`src/rtl/atten_pkg.sv`:
```
`timescale 1ns/1ps
package atten_pkg;
    typedef enum logic [1:0] {
        ST_HOLD,
        ST_RAMP,
        ST_ZWAIT,
        ST_AMUTE
    } ch_state_e;
endpackage

```
`src/rtl/att_zero_watch.sv`:
```
`timescale 1ns/1ps
module att_zero_watch #(
    parameter int SMP_W   = 20,
    parameter int RUN_LEN = 512
) (
    input  logic             clk,
    input  logic             rst,
    input  logic             smp_stb,
    input  logic [SMP_W-1:0] smp,
    input  logic             zdis,
    output logic             zc,
    output logic             run_hit,
    output logic             nz
);
    localparam int RUN_W = $clog2(RUN_LEN);
    localparam logic [RUN_W-1:0] RUN_LAST = RUN_W'(RUN_LEN - 1);

    logic             prev_sign;
    logic [RUN_W-1:0] run_q;
    logic             silent;

    always_comb begin
        silent  = (smp == '0) || (smp == '1);
        zc      = (smp == '0) || (smp[SMP_W-1] != prev_sign);
        run_hit = smp_stb && silent && (run_q == RUN_LAST) && !zdis;
        nz      = smp_stb && !silent;
    end

    always_ff @(posedge clk) begin
        if (rst) begin
            prev_sign <= 1'b0;
            run_q     <= '0;
        end else if (smp_stb) begin
            prev_sign <= smp[SMP_W-1];
            if (!silent)               run_q <= '0;
            else if (run_q != RUN_LAST) run_q <= run_q + 1'b1;
        end
    end
endmodule

```
`src/rtl/att_chan_fsm.sv`:
```
`timescale 1ns/1ps
module att_chan_fsm
    import atten_pkg::*;
#(
    parameter int CODE_W  = 8,
    parameter int MAX_ATT = 227,
    parameter int TMO_SMP = 512
) (
    input  logic              clk,
    input  logic              rst,
    input  logic [CODE_W-1:0] tgt,
    input  logic              wr,
    input  logic              mute_req,
    input  logic              zc_mode,
    input  logic [1:0]        rate_sel,
    input  logic              zdis,
    input  logic              smp_stb,
    input  logic              zc,
    input  logic              run_hit,
    input  logic              nz,
    output logic [CODE_W-1:0] att,
    output logic              muted,
    output logic              pend
);
    localparam logic [CODE_W-1:0] MUTE_CODE = CODE_W'(MAX_ATT + 1);
    localparam int TMR_W = $clog2(TMO_SMP);
    localparam logic [TMR_W-1:0] TMR_LAST = TMR_W'(TMO_SMP - 1);

    ch_state_e         state_q, state_d;
    logic [CODE_W-1:0] cur_q, cur_d, eff, step_code;
    logic [4:0]        tick_q, tick_d, tick_last;
    logic [TMR_W-1:0]  tmr_q, tmr_d;
    logic              pend_q;

    always_comb begin
        if (mute_req || tgt > MUTE_CODE) eff = MUTE_CODE;
        else                             eff = tgt;
        step_code = (cur_q < eff) ? cur_q + 1'b1 : cur_q - 1'b1;
        unique case (rate_sel)
            2'd0:    tick_last = 5'd7;
            2'd1:    tick_last = 5'd3;
            2'd2:    tick_last = 5'd15;
            default: tick_last = 5'd31;
        endcase
    end

    always_comb begin
        state_d = state_q;
        cur_d   = cur_q;
        tick_d  = tick_q;
        tmr_d   = tmr_q;
        unique case (state_q)
            ST_HOLD: begin
                if (run_hit) begin
                    state_d = ST_AMUTE;
                    cur_d   = MUTE_CODE;
                end else if (cur_q != eff) begin
                    if (zc_mode) begin
                        state_d = ST_ZWAIT;
                        tmr_d   = '0;
                    end else begin
                        state_d = ST_RAMP;
                        tick_d  = '0;
                    end
                end
            end
            ST_RAMP: begin
                if (run_hit) begin
                    state_d = ST_AMUTE;
                    cur_d   = MUTE_CODE;
                end else if (cur_q == eff) begin
                    state_d = ST_HOLD;
                end else if (zc_mode) begin
                    state_d = ST_ZWAIT;
                    tmr_d   = '0;
                end else if (smp_stb) begin
                    if (tick_q == tick_last) begin
                        tick_d = '0;
                        cur_d  = step_code;
                        if (step_code == eff) state_d = ST_HOLD;
                    end else begin
                        tick_d = tick_q + 1'b1;
                    end
                end
            end
            ST_ZWAIT: begin
                if (run_hit) begin
                    state_d = ST_AMUTE;
                    cur_d   = MUTE_CODE;
                end else if (cur_q == eff) begin
                    state_d = ST_HOLD;
                end else if (!zc_mode) begin
                    state_d = ST_RAMP;
                    tick_d  = '0;
                end else if (smp_stb && (zc || tmr_q == TMR_LAST)) begin
                    cur_d   = eff;
                    state_d = ST_HOLD;
                end else if (wr) begin
                    tmr_d = '0;
                end else if (smp_stb) begin
                    tmr_d = tmr_q + 1'b1;
                end
            end
            ST_AMUTE: begin
                if (zdis || nz) begin
                    cur_d   = eff;
                    state_d = ST_HOLD;
                end
            end
            default: state_d = ST_HOLD;
        endcase
    end

    always_ff @(posedge clk) begin
        if (rst) state_q <= ST_HOLD;
        else     state_q <= state_d;
    end

    always_ff @(posedge clk) begin
        if (rst) begin
            cur_q  <= '0;
            tick_q <= '0;
            tmr_q  <= '0;
            pend_q <= 1'b0;
        end else begin
            cur_q  <= cur_d;
            tick_q <= tick_d;
            tmr_q  <= tmr_d;
            if (wr)                                   pend_q <= 1'b1;
            else if (state_q == ST_HOLD && cur_q == eff) pend_q <= 1'b0;
        end
    end

    assign att   = cur_q;
    assign muted = cur_q > CODE_W'(MAX_ATT);
    assign pend  = pend_q;
endmodule

```
`src/rtl/atten_ramp_ctrl.sv`:
```
`timescale 1ns/1ps
module atten_ramp_ctrl #(
    parameter int SMP_W    = 20,
    parameter int CODE_W   = 8,
    parameter int MAX_ATT  = 227,
    parameter int TMO_SMP  = 512,
    parameter int ZRUN_LEN = 512
) (
    input  logic              clk,
    input  logic              rst,
    input  logic [CODE_W-1:0] tgt_l,
    input  logic [CODE_W-1:0] tgt_r,
    input  logic              tgt_wr_l,
    input  logic              tgt_wr_r,
    input  logic [1:0]        rate_sel,
    input  logic              zc_mode,
    input  logic              mute_l,
    input  logic              mute_r,
    input  logic              smute_n,
    input  logic              zmute_dis,
    input  logic              smp_stb,
    input  logic [SMP_W-1:0]  smp_l,
    input  logic [SMP_W-1:0]  smp_r,
    output logic [CODE_W-1:0] att_l,
    output logic [CODE_W-1:0] att_r,
    output logic              muted_l,
    output logic              muted_r,
    output logic              pend_l,
    output logic              pend_r
);
    localparam int NCH = 2;

    logic [CODE_W-1:0] tgt_a [NCH];
    logic [CODE_W-1:0] att_a [NCH];
    logic [SMP_W-1:0]  smp_a [NCH];
    logic [NCH-1:0]    wr_a, mbit_a, muted_a, pend_a;

    assign tgt_a[0] = tgt_l;
    assign tgt_a[1] = tgt_r;
    assign smp_a[0] = smp_l;
    assign smp_a[1] = smp_r;
    assign wr_a     = {tgt_wr_r, tgt_wr_l};
    assign mbit_a   = {mute_r, mute_l};

    for (genvar ch = 0; ch < NCH; ch++) begin : g_ch
        logic zc, run_hit, nz;

        att_zero_watch #(.SMP_W(SMP_W), .RUN_LEN(ZRUN_LEN)) u_watch (
            .clk(clk), .rst(rst), .smp_stb(smp_stb), .smp(smp_a[ch]),
            .zdis(zmute_dis), .zc(zc), .run_hit(run_hit), .nz(nz)
        );

        att_chan_fsm #(.CODE_W(CODE_W), .MAX_ATT(MAX_ATT), .TMO_SMP(TMO_SMP)) u_fsm (
            .clk(clk), .rst(rst), .tgt(tgt_a[ch]), .wr(wr_a[ch]),
            .mute_req(mbit_a[ch] | ~smute_n), .zc_mode(zc_mode),
            .rate_sel(rate_sel), .zdis(zmute_dis), .smp_stb(smp_stb),
            .zc(zc), .run_hit(run_hit), .nz(nz),
            .att(att_a[ch]), .muted(muted_a[ch]), .pend(pend_a[ch])
        );
    end

    assign att_l   = att_a[0];
    assign att_r   = att_a[1];
    assign muted_l = muted_a[0];
    assign muted_r = muted_a[1];
    assign pend_l  = pend_a[0];
    assign pend_r  = pend_a[1];
endmodule

```
`config.mk`:
```
export PLATFORM = sky130hd
export DESIGN_NAME = atten_ramp_ctrl
export DESIGN_NICKNAME = d
export VERILOG_FILES = /design/src/rtl/atten_pkg.sv /design/src/rtl/att_zero_watch.sv /design/src/rtl/att_chan_fsm.sv /design/src/rtl/atten_ramp_ctrl.sv
export SDC_FILE = /design/constraint.sdc
export NUM_CORES = 1
export LEC_CHECK = 0
export BUFFER_PORTS_ARGS = -buffer_cell sky130_fd_sc_hd__buf_4
export CAP_MARGIN = 20
export CORE_MARGIN = 5
export CORE_UTILIZATION = 45
export CTS_CLUSTER_DIAMETER = 60
export DETAILED_ROUTE_END_ITERATION = 12
export PLACE_DENSITY = 0.75
export SLEW_MARGIN = 20
export SYNTH_ARGS = -nofsm -noshare
export SYNTH_HDL_FRONTEND = slang
export SYNTH_SLANG_ARGS = --single-unit
export TNS_END_PERCENT = 50
```
`constraint.sdc`:
```
create_clock -name clk -period 3.86 [get_ports clk]
set_input_delay 0.193 -clock clk [delete_from_list [all_inputs] [get_ports clk]]
set_output_delay 0.193 -clock clk [all_outputs]
set_load 0.02 [all_outputs]
```
# Word level (Yosys, flattened, before mapping)
# Index checks and enable logic that the tools add are counted.
[op_classes]
reduce_logical = 44
multipliers = 0
bitwise = 3
addsub = 10
n_shift = 0
n_mux = 112
eq_ne = 78
order_cmp = 6
div_mod_pow = 0
[ops]
columns = ["op", "count"]
rows = [
  ["$mux W9", 26],
  ["$mux W8", 26],
  ["$mux W5", 20],
  ["$pmux W8 S4", 2],
  ["$mux W2", 27],
  ["$pmux W9 S3", 2],
  ["$pmux W5 S3", 3],
  ["$ne A2 B2 Y1 const B", 22],
  ["$eq A20 B20 Y1 const B", 2],
  ["$logic_not A20 Y1", 2],
  ["$add A9 B1 Y9 const B", 4],
  ["$eq A9 B9 Y1 const B", 4],
  ["$ne A3 B3 Y1 const B", 12],
  ["$reduce_and A9 Y1", 4],
  ["$eq A8 B8 Y1", 4],
  ["$gt A8 B8 Y1 const B", 4],
  ["$ne A5 B3 Y1 const B", 6],
  ["$reduce_and A10 Y1", 2],
  ["$ne A3 B2 Y1 const B", 6],
  ["$ne A9 B9 Y1 const B", 2],
  ["$add A8 B1 Y8 const B", 2],
  ["$lt A8 B8 Y1", 2],
  ["$ne A8 B8 Y1", 2],
  ["$pmux W2 S4", 2],
  ["other kinds (19)", 65],
]
[totals]
register_bits = 70
inputBits = 68
elab_cells = 267
romBits = 0
mem_count = 0
mem_bits_rw = 0
latchBits = 0

# Longest topological paths before layout
# Gate-level depths: netlist of the first run.
[depth]
word_depth = 14
mapped_depth = 20
mapped_depth_nobuf = 20

# Modules after synthesis
# A second synthesis of the first run with hierarchy kept.
[unflattened]
cells_unflattened = 702
hier_area_um2 = 5624.1
[modules_own_cells]
columns = ["module", "seq_area_each_um2", "n_inst", "cells_per_inst", "area_each_um2"]
rows = [
  ["att_chan_fsm (g_ch[0].u_fsm)", 500.5, 1, 270, 2198.4],
  ["att_chan_fsm (g_ch[1].u_fsm)", 500.5, 1, 272, 2144.6],
  ["att_zero_watch", 200.2, 2, 79, 634.4],
  ["atten_ramp_ctrl", 0.0, 1, 2, 12.5],
]

# Least setup slack after synthesis of the first run
# OpenSTA, ideal clock, no wires.
[synth_timing]
path_type = "input -> register"
start = "input port mute_l"
end = "register g_ch[0].u_fsm.state_q[0]"
required_ps = 3737
slack_ps = -89
t_arrival_ps = 3826
path_buffers = 0
path_stages = 19
setup_time_ps = 123
path_cell_list = "nand2b_1 > a31oi_1 > a21o_1 > nor2b_1 > ha_1 > o21ai_0 > a21oi_1 > nor2_1 > nor2_1 > or2_2 > ha_1 > a211oi_1 > nor3b_1 > o21a_1 > o31ai_1 > o22a_1 > o221ai_1 > nor4b_1 > o31ai_1"
[synth_between]
elab_chain_cells = 8
[synth_lines]
columns = ["item", "line_no", "text"]
rows = [
  ["from (decl)", "atten_ramp_ctrl.sv:17", "input logic mute_l,"],
  ["$or A1 B1 Y1 (*)", "atten_ramp_ctrl.sv:55", ".mute_req(mbit_a[ch] | ~smute_n), .zc_mode(zc_mode),"],
  ["$logic_or A1 B1 Y1 (*)", "att_chan_fsm.sv:36", "if (mute_req || tgt > MUTE_CODE) eff = MUTE_CODE;"],
  ["$mux W8 (*)", "att_chan_fsm.sv:36", ""],
  ["$lt A8 B8 Y1", "att_chan_fsm.sv:38", "step_code = (cur_q < eff) ? cur_q + 1'b1 : cur_q - 1'b1;"],
  ["$mux W8", "att_chan_fsm.sv:38", ""],
  ["$eq A8 B8 Y1", "att_chan_fsm.sv:80", "if (step_code == eff) state_d = ST_HOLD;"],
  ["$ne A5 B3 Y1 (no source line)", "-", ""],
  ["$reduce_and A6 Y1 (no source line)", "-", ""],
  ["to (signal assigned)", "att_chan_fsm.sv:116", "else state_q <= state_d;"],
  ["to (decl)", "att_chan_fsm.sv:29", "ch_state_e state_q, state_d;"],
]
# Mark *: on every way between the ends. The rest lies on a longest branch, timed or not.
# A chain may end at the register's enable or synchronous reset.

# Worst setup path in the final report of the first run
[layout_timing]
start = "input port smute_n"
end = "register g_ch[0].u_fsm.state_q[0]"
[layout_between]
elab_chain_cells = 9
[layout_lines]
columns = ["item", "line_no", "text"]
rows = [
  ["from (decl)", "atten_ramp_ctrl.sv:19", "input logic smute_n,"],
  ["$not A1 Y1 (*)", "atten_ramp_ctrl.sv:55", ""],
  ["$or A1 B1 Y1 (*)", "atten_ramp_ctrl.sv:55", ""],
  ["$logic_or A1 B1 Y1 (*)", "att_chan_fsm.sv:36", ""],
  ["$mux W8 (*)", "att_chan_fsm.sv:36", ""],
  ["$lt A8 B8 Y1", "att_chan_fsm.sv:38", ""],
  ["$mux W8", "att_chan_fsm.sv:38", ""],
  ["$eq A8 B8 Y1", "att_chan_fsm.sv:80", ""],
  ["$ne A5 B3 Y1 (no source line)", "-", ""],
  ["$reduce_and A6 Y1 (no source line)", "-", ""],
]
# Marks and branches as above.

==> impl_metrics.csv, run 1 <==
group,metric,value,unit
route,wl,15.3,mm
synthesis,ys.flop_type,"dfxtp_1",
power_and_ir_drop,power_density,295,mW/mm^2
synthesis,yosys_warnings,0,
synthesis,synth.top_cell.area_share,0.255,
critical_path,crit_path_end_kind,"flop",
clock_network,cts_tree,"built",
clock_network,clockRootBuffer,"clkbuf_16",
die,start_util,0.458,
finish,drive_gt1_frac,0.251,
clock_network,clk_latency,0.34,ns
timing,tightest_slew,0.935,ns
synthesis,syn_area_per_cell,7.55,um^2
synthesis,synth_edf_count,0,
critical_path,cp_slowest_cell,"fa_1",
synthesis,synth_most_common_cell,"nor2_1",
clock_network,cts_made_buffers,9,
synthesis,async_flop_share,0,
clock_network,clk_pin_slew,0.06,ns
timing,hold_viol_final,0,
hold_path,holdCritPathClass,"input port to flop",
finish,n_antenna_cell,0,
power_and_ir_drop,p_leak,2.97,nW
critical_path,crit_path_start_kind,"input port",
finish,multiInputGateArea,0.00410,mm^2
synthesis,synthCells,728,
route,drtPass1Iterations,7,
global_route,antenna_found_initial,0,
global_route,grt_pass1_vias,5448,
route,wl_per_cell,14.8,um
run_status,status,"complete, no violations",
power_and_ir_drop,ir_drop,257,uV
clock_network,hold_buffers,0,
die,die_y,121,um
route,drc_errors,0,
global_route,grt-ovfl-total,0,
synthesis,synth_largest_area_cell,"dfxtp_1",
global_route,grt_pass1_wl,24.6,mm
critical_path,cp_data_arrival_time,3.92,ns
finish,fillerInstances,1113,
clock_network,h-tree-depth,3,
critical_path,crit_fanout,7,
finish,syn2layout_area_growth,32.6,%
die,std_cell_rows,40,
synthesis,yosysSeqAreaShare,0.255,
die,die_x,121,um
route,routed_via_density,5.78,
synthesis,ys_types,72,
finish,regArea,0.00140,mm^2
timing,relSlewSlack,0.377,
clock_network,cts_max_path_buffers,2,
synthesis,synth_nets,836,
timing,setup_viol,0,
route,vias,5953,
timing,fin_crit,3.71,ns
timing,timing.final.crit_share,0.960,
global_route,track_usage,0.204,
global_route,grt_max_degree,63,
synthesis,synthTopCellsByCount,"103 x nor2_1, 70 x dfxtp_1, 64 x nand2_1",
critical_path,slowest_delay,0.39,ns
placement,placed_cell_area,0.00678,mm^2
route,drt_iter0_drc,324,
clock_network,cts.sinks,70,
placement,dpl.hpwl,11.4,mm
placement,numPortBuffers,87,
timing,fmax,0.270,GHz
route,antenna_left,0,
timing,clock-skew-final,0.00615,ns
synthesis,yosys-top-cells-area,"dfxtp_1 25%, ha_1 8.6%, nor2_1 7.0%",
job,drv_cap,0,
critical_path,path_cells,"buf_4 > buf_4 > nand2b_4 > a31oi_2 > a21o_1 > buf_4 > and2_1 > ha_1 > nand2b_1 > a21oi_2 > nor2_1 > nor2_1 > or2_4 > inv_1 > fa_1 > nand2b_1 > a21oi_2 > xor2_1 > mux2_2 > a21oi_1 > o21ai_0 > nor4b_1 > o31ai_1",
synthesis,ys_ff_latch,70,
finish,layout.cells.non_filler,1030,
die,dieArea,0.0145,mm^2
critical_path,critical_path_class,"input port to flop",
die,core,0.0120,mm^2
die,io_pins,88,
placement,placedCellCount,1011,
finish,nets,986,
synthesis,synth_area,0.00550,mm^2
critical_path,cp_data_required_time,4.08,ns
critical_path,cpMostUsedCell,"buf_4",
finish,fin_area,0.00729,mm^2
timing,slew_violations,0,
placement,gp_congestion,0.915,
finish,final_core_util,0.607,
logic make-up (layout without fill, tap and decap cells):
logic type / count (synthesis) / count (layout) / synth area share
AO/OA/AOI/OAI: 190 / 190 / 0.226
XOR/XNOR: 36 / 36 / 0.0624
adder cells (fa/ha/maj): 40 / 40 / 0.0938
buffers and inverters: 43 / 198 / 0.0312
flip-flops: 70 / 70 / 0.255
multiplexers: 11 / 11 / 0.0203
AND/OR/NAND/NOR: 338 / 338 / 0.311
registers in the layout, indices dropped and copies added (netlist names):
name	cells
g_ch.u_fsm.tick_q	10
g_ch.u_fsm.state_q	4
g_ch.u_fsm.tmr_q	18
g_ch.u_fsm.att	16
g_ch.u_watch.run_q	18
g_ch.u_watch.prev_sign	2
g_ch.u_fsm.pend	2
cell type report:
| cell class | count | share of cell area |
|---|---|---|
| multi-input combinational | 615 | 0.562 |
| tap | 147 | 0.0252 |
| clock inverter | 2 | 0.00515 |
| clock buffer | 14 | 0.0390 |
| timing repair buffer | 160 | 0.165 |
| inverter | 22 | 0.0113 |
| sequential | 70 | 0.192 |
metal layers:
layer  share of wire  vias to the layer above  track usage  wire length (um)
li1                -                     3012            -                 -
met1            0.44                     2766        0.246              6720
met2            0.50                      164        0.366              7570
met3           0.055                       11       0.0505               834
met4           0.010                        0       0.0439               158
met5               0                        -            0                 0
per-stage QoR:
stage,power (mW),TNS [ns],setup WS [ns],hold slack (ns)
after CTS,2.15,0,0.0474,0.0865
after global placement,1.25,-0.591,-0.265,0.434
after global routing,2.25,-0.0585,-0.0506,0.105
after floorplan,1.05,0,0.00861,0.310
final,2.15,0,0.155,0.0979
after detailed placement,1.26,-0.901,-0.282,0.442
report_power, final:
group / switching (mW) / total (mW) / internal [mW]
combinational: 0.258 / 0.491 / 0.233
clock: 0.303 / 0.874 / 0.571
sequential: 0.0384 / 0.783 / 0.745
total: 0.599 / 2.15 / 1.55
layout by cell type (no fill, tap or decap), types with 8 or more instances in the layout:
cell type,instances
a31oi_1,11
or3_1,9
a21oi_1,51
nand2_1,64
ha_1,36
mux2i_1,10
buf_4,160
dfxtp_1,70
nor3_1,23
xor2_1,18
xnor2_1,15
nor4_1,14
nand3_1,24
clkbuf_16,9
a21o_1,8
nand4_1,24
nor2_1,102
and3_1,10
inv_1,20
nand2b_1,15
a211oi_1,15
o21ai_0,40
critical path, delay by kind of cell:
kind,cells,cell delay (ns)
buffers and inverters,4,0.48
muxes,1,0.37
adders and majority gates,2,0.55
and+or+nand+nor,8,1.20
AOI/OAI and AO/OA,7,0.90
xor gates and xnor gates,1,0.21
worst paths after layout:
check	startpoint	end	slack, ns	cells past startpoint
min	tgt_wr_l	g_ch[0].u_fsm.pend$_SDFFE_PP0P_	0.1	3
max reg2reg	g_ch[0].u_fsm.att[0]$_SDFFE_PP0P_	g_ch[0].u_fsm.state_q[0]$_SDFFE_PP0P_	0.37	17
min reg2reg	g_ch[0].u_watch.run_q[8]$_SDFFE_PP0P_	g_ch[0].u_watch.run_q[8]$_SDFFE_PP0P_	0.46	2
max	smute_n	g_ch[0].u_fsm.state_q[0]$_SDFFE_PP0P_	0.15	23
timing repair:
| item | CTS | global route |
|---|---|---|
| gates resized for setup | 0 | 36 |
| endpoints found under the setup margin | 0 | 4 |
| setup buffers | 0 | 3 |
(Power assumes the default switching activity.)
==> inputs of run 2 (changes only) <==
BUFFER_PORTS_ARGS = -buffer_cell sky130_fd_sc_hd__buf_2   (was -buffer_cell sky130_fd_sc_hd__buf_4)
==> run 2 against run 1 <==
Compared with the run above: power shrank 4.6%; die area unchanged; routed wire length fell by 2.2%; combinational power fell by 7.5%; worst hold slack better by 0.024 ns; critical endpoint is now g_ch[1].u_fsm.state_q[0]$_SDFFE_PP0P_; largest power group unchanged; highest routed layer unchanged.
==> impl_metrics.csv, run 2 (same netlist as run 1, synthesis figures left out) <==
group,metric,value,unit
placement,gp_congestion,0.907,
critical_path,cp_data_arrival_time,3.94,ns
critical_path,crit_start,"mute_r",
power_and_ir_drop,total_power,2.05,mW
finish,final_cell_mix,"103 x nor2_1, 87 x buf_2, 74 x buf_4",
timing,slew_violations,0,
critical_path,crit_path_start_kind,"input port",
finish,nets,987,
finish,syn2layout_area_growth,26.7,%
timing,fin_crit,3.72,ns
critical_path,r2r_cells,14,
critical_path,crit_fanout,6,
global_route,grt_pass1_vias,5397,
finish,final_common_cell,"nor2_1",
finish,n_antenna_cell,0,
die,io_pins,88,
clock_network,cts_max_path_buffers,2,
timing,hold_viol_final,0,
timing,clock-skew-final,0.00465,ns
clock_network,clk_pin_slew,0.06,ns
power_and_ir_drop,ir_drop,245,uV
die,die_x,121,um
global_route,track_usage,0.205,
timing,timing.final.crit_share,0.964,
clock_network,h-tree-depth,3,
clock_network,cts_made_buffers,9,
finish,fillerInstances,1101,
critical_path,r2r_setup_slack,0.38,ns
clock_network,hold_buffers,0,
timing,tightest_slew,0.811,ns
run_status,status,"complete, no violations",
timing,relSlewSlack,0.460,
hold_path,hold-path-endpoint,"g_ch[0].u_fsm.pend$_SDFFE_PP0P_",
finish,drive_gt1_frac,0.241,
route,vias,5865,
global_route,grt_pass1_wl,24.8,mm
die,std_cell_rows,40,
timing,fmax,0.269,GHz
die,die_y,121,um
die,core,0.0120,mm^2
route,wl_per_cell,14.5,um
power_and_ir_drop,p_leak,2.90,nW
finish,fin_area,0.00697,mm^2
placement,placed_cell_area,0.00659,mm^2
global_route,use_met3,0.0486,
hold_path,holdCritPathClass,"input port to flop",
global_route,grt-ovfl-total,0,
critical_path,crit_path_end_kind,"flop",
critical_path,critical_path_class,"input port to flop",
clock_network,cts_tree,"built",
die,start_util,0.458,
route,routed_via_density,5.69,
hold_path,holdCritStartpoint,"tgt_wr_l",
die,dieArea,0.0145,mm^2
global_route,grtUsageMet2,0.352,
clock_network,cts.sinks,70,
route,wl,14.9,mm
route,antenna_left,0,
power_and_ir_drop,power_density,294,mW/mm^2
critical_path,r2r_start,"g_ch[0].u_fsm.att[7]$_SDFFE_PP0P_",
global_route,grtUsageMet1,0.257,
timing,setup_tns,0,ns
route,drc_errors,0,
clock_network,clk_latency,0.34,ns
hold_path,whs_path_depth,3,
critical_path,worstReg2RegEnd,"g_ch[0].u_fsm.state_q[0]$_SDFFE_PP0P_",
critical_path,cp_data_required_time,4.08,ns
global_route,antenna_found_initial,0,
global_route,grt_max_degree,35,
route,drt_iter0_drc,441,
global_route,grt_busiest_layer,"met2",
finish,regArea,0.00140,mm^2
route,drtPass1Iterations,5,
finish,final_core_util,0.580,
finish,multiInputGateArea,0.00402,mm^2
job,drv_cap,0,
placement,numPortBuffers,87,
timing,worst_hold_slack,0.122,ns
timing,setup_viol,0,
placement,dpl.hpwl,11.4,mm
clock_network,clockRootBuffer,"clkbuf_16",
[run 2: cell count changes in the layout (fill, tap and decap cells not counted), sizes merged]
cell      before  now
buf          160  161
clkbuf        14   10
clkinv         2    6
clkinvlp       1    0
[run 2: worst max path at each step]
stage | endpoint | slack (ns) | cells after the start
finish | g_ch[1].u_fsm.state_q[0]$_SDFFE_PP0P_ | 0.14 | 23
global route | g_ch[1].u_fsm.state_q[0]$_SDFFE_PP0P_ | -0.07 | 21
CTS | g_ch[1].u_fsm.state_q[0]$_SDFFE_PP0P_ | 0.03 | 21
detailed placement | g_ch[1].u_fsm.state_q[0]$_SDFFE_PP0P_ | -0.35 | 20
global placement | g_ch[0].u_fsm.state_q[0]$_SDFFE_PP0P_ | -0.27 | 22
floorplan | g_ch[0].u_fsm.state_q[0]$_SDFFE_PP0P_ | 0.009 | 19
[run 2: metrics by stage]
step | instances | setup WS [ns]
finish | 1030 | 0.140
global route | 1030 | -0.0736
CTS | 1029 | 0.0271
detailed placement | 1014 | -0.351
global placement | 1014 | -0.268
floorplan | 728 | 0.00861
[run 2: cell type report]
class                      instances  share of cell area
inverter                          22              0.0119
clock buffer                      10              0.0343
tap                              147              0.0264
multi-input combinational        615               0.577
clock inverter                     5             0.00718
sequential                        70               0.201
timing repair buffer             161               0.142
[run 2: critical path: stages]
cell,delay (ns)
buf_2,0.10
nand2b_2,0.24
nor4b_2,0.27
nor2_1,0.11
buf_4,0.15
nor2_1,0.09
ha_1,0.25
o21ai_0,0.20
a21oi_2,0.07
o21ai_1,0.16
nand2b_2,0.13
buf_4,0.16
ha_1,0.28
nand2_1,0.11
buf_4,0.11
a211oi_1,0.05
a2111oi_0,0.47
nand3_1,0.14
o31ai_1,0.11
buf_4,0.17
nor4_2,0.04
o21ba_2,0.21
mux2i_1,0.11
[run 2: timing repair]
action	CTS	global route
endpoints found under the setup margin	1	4
setup buffers	0	1
gates resized for setup	1	21
pin swaps	0	4
[run 2: where the power goes]
group | switching [mW] | total [mW] | internal [mW]
sequential | 0.0387 | 0.784 | 0.745
clock | 0.303 | 0.812 | 0.509
combinational | 0.250 | 0.454 | 0.204
total | 0.592 | 2.05 | 1.46
[run 2: routing by layer]
metal / vias to the layer above / part of all wire
met4: 0 / 0.012
met5: - / 0
met3: 23 / 0.051
li1: 3018 / -
met2: 148 / 0.49
met1: 2676 / 0.45
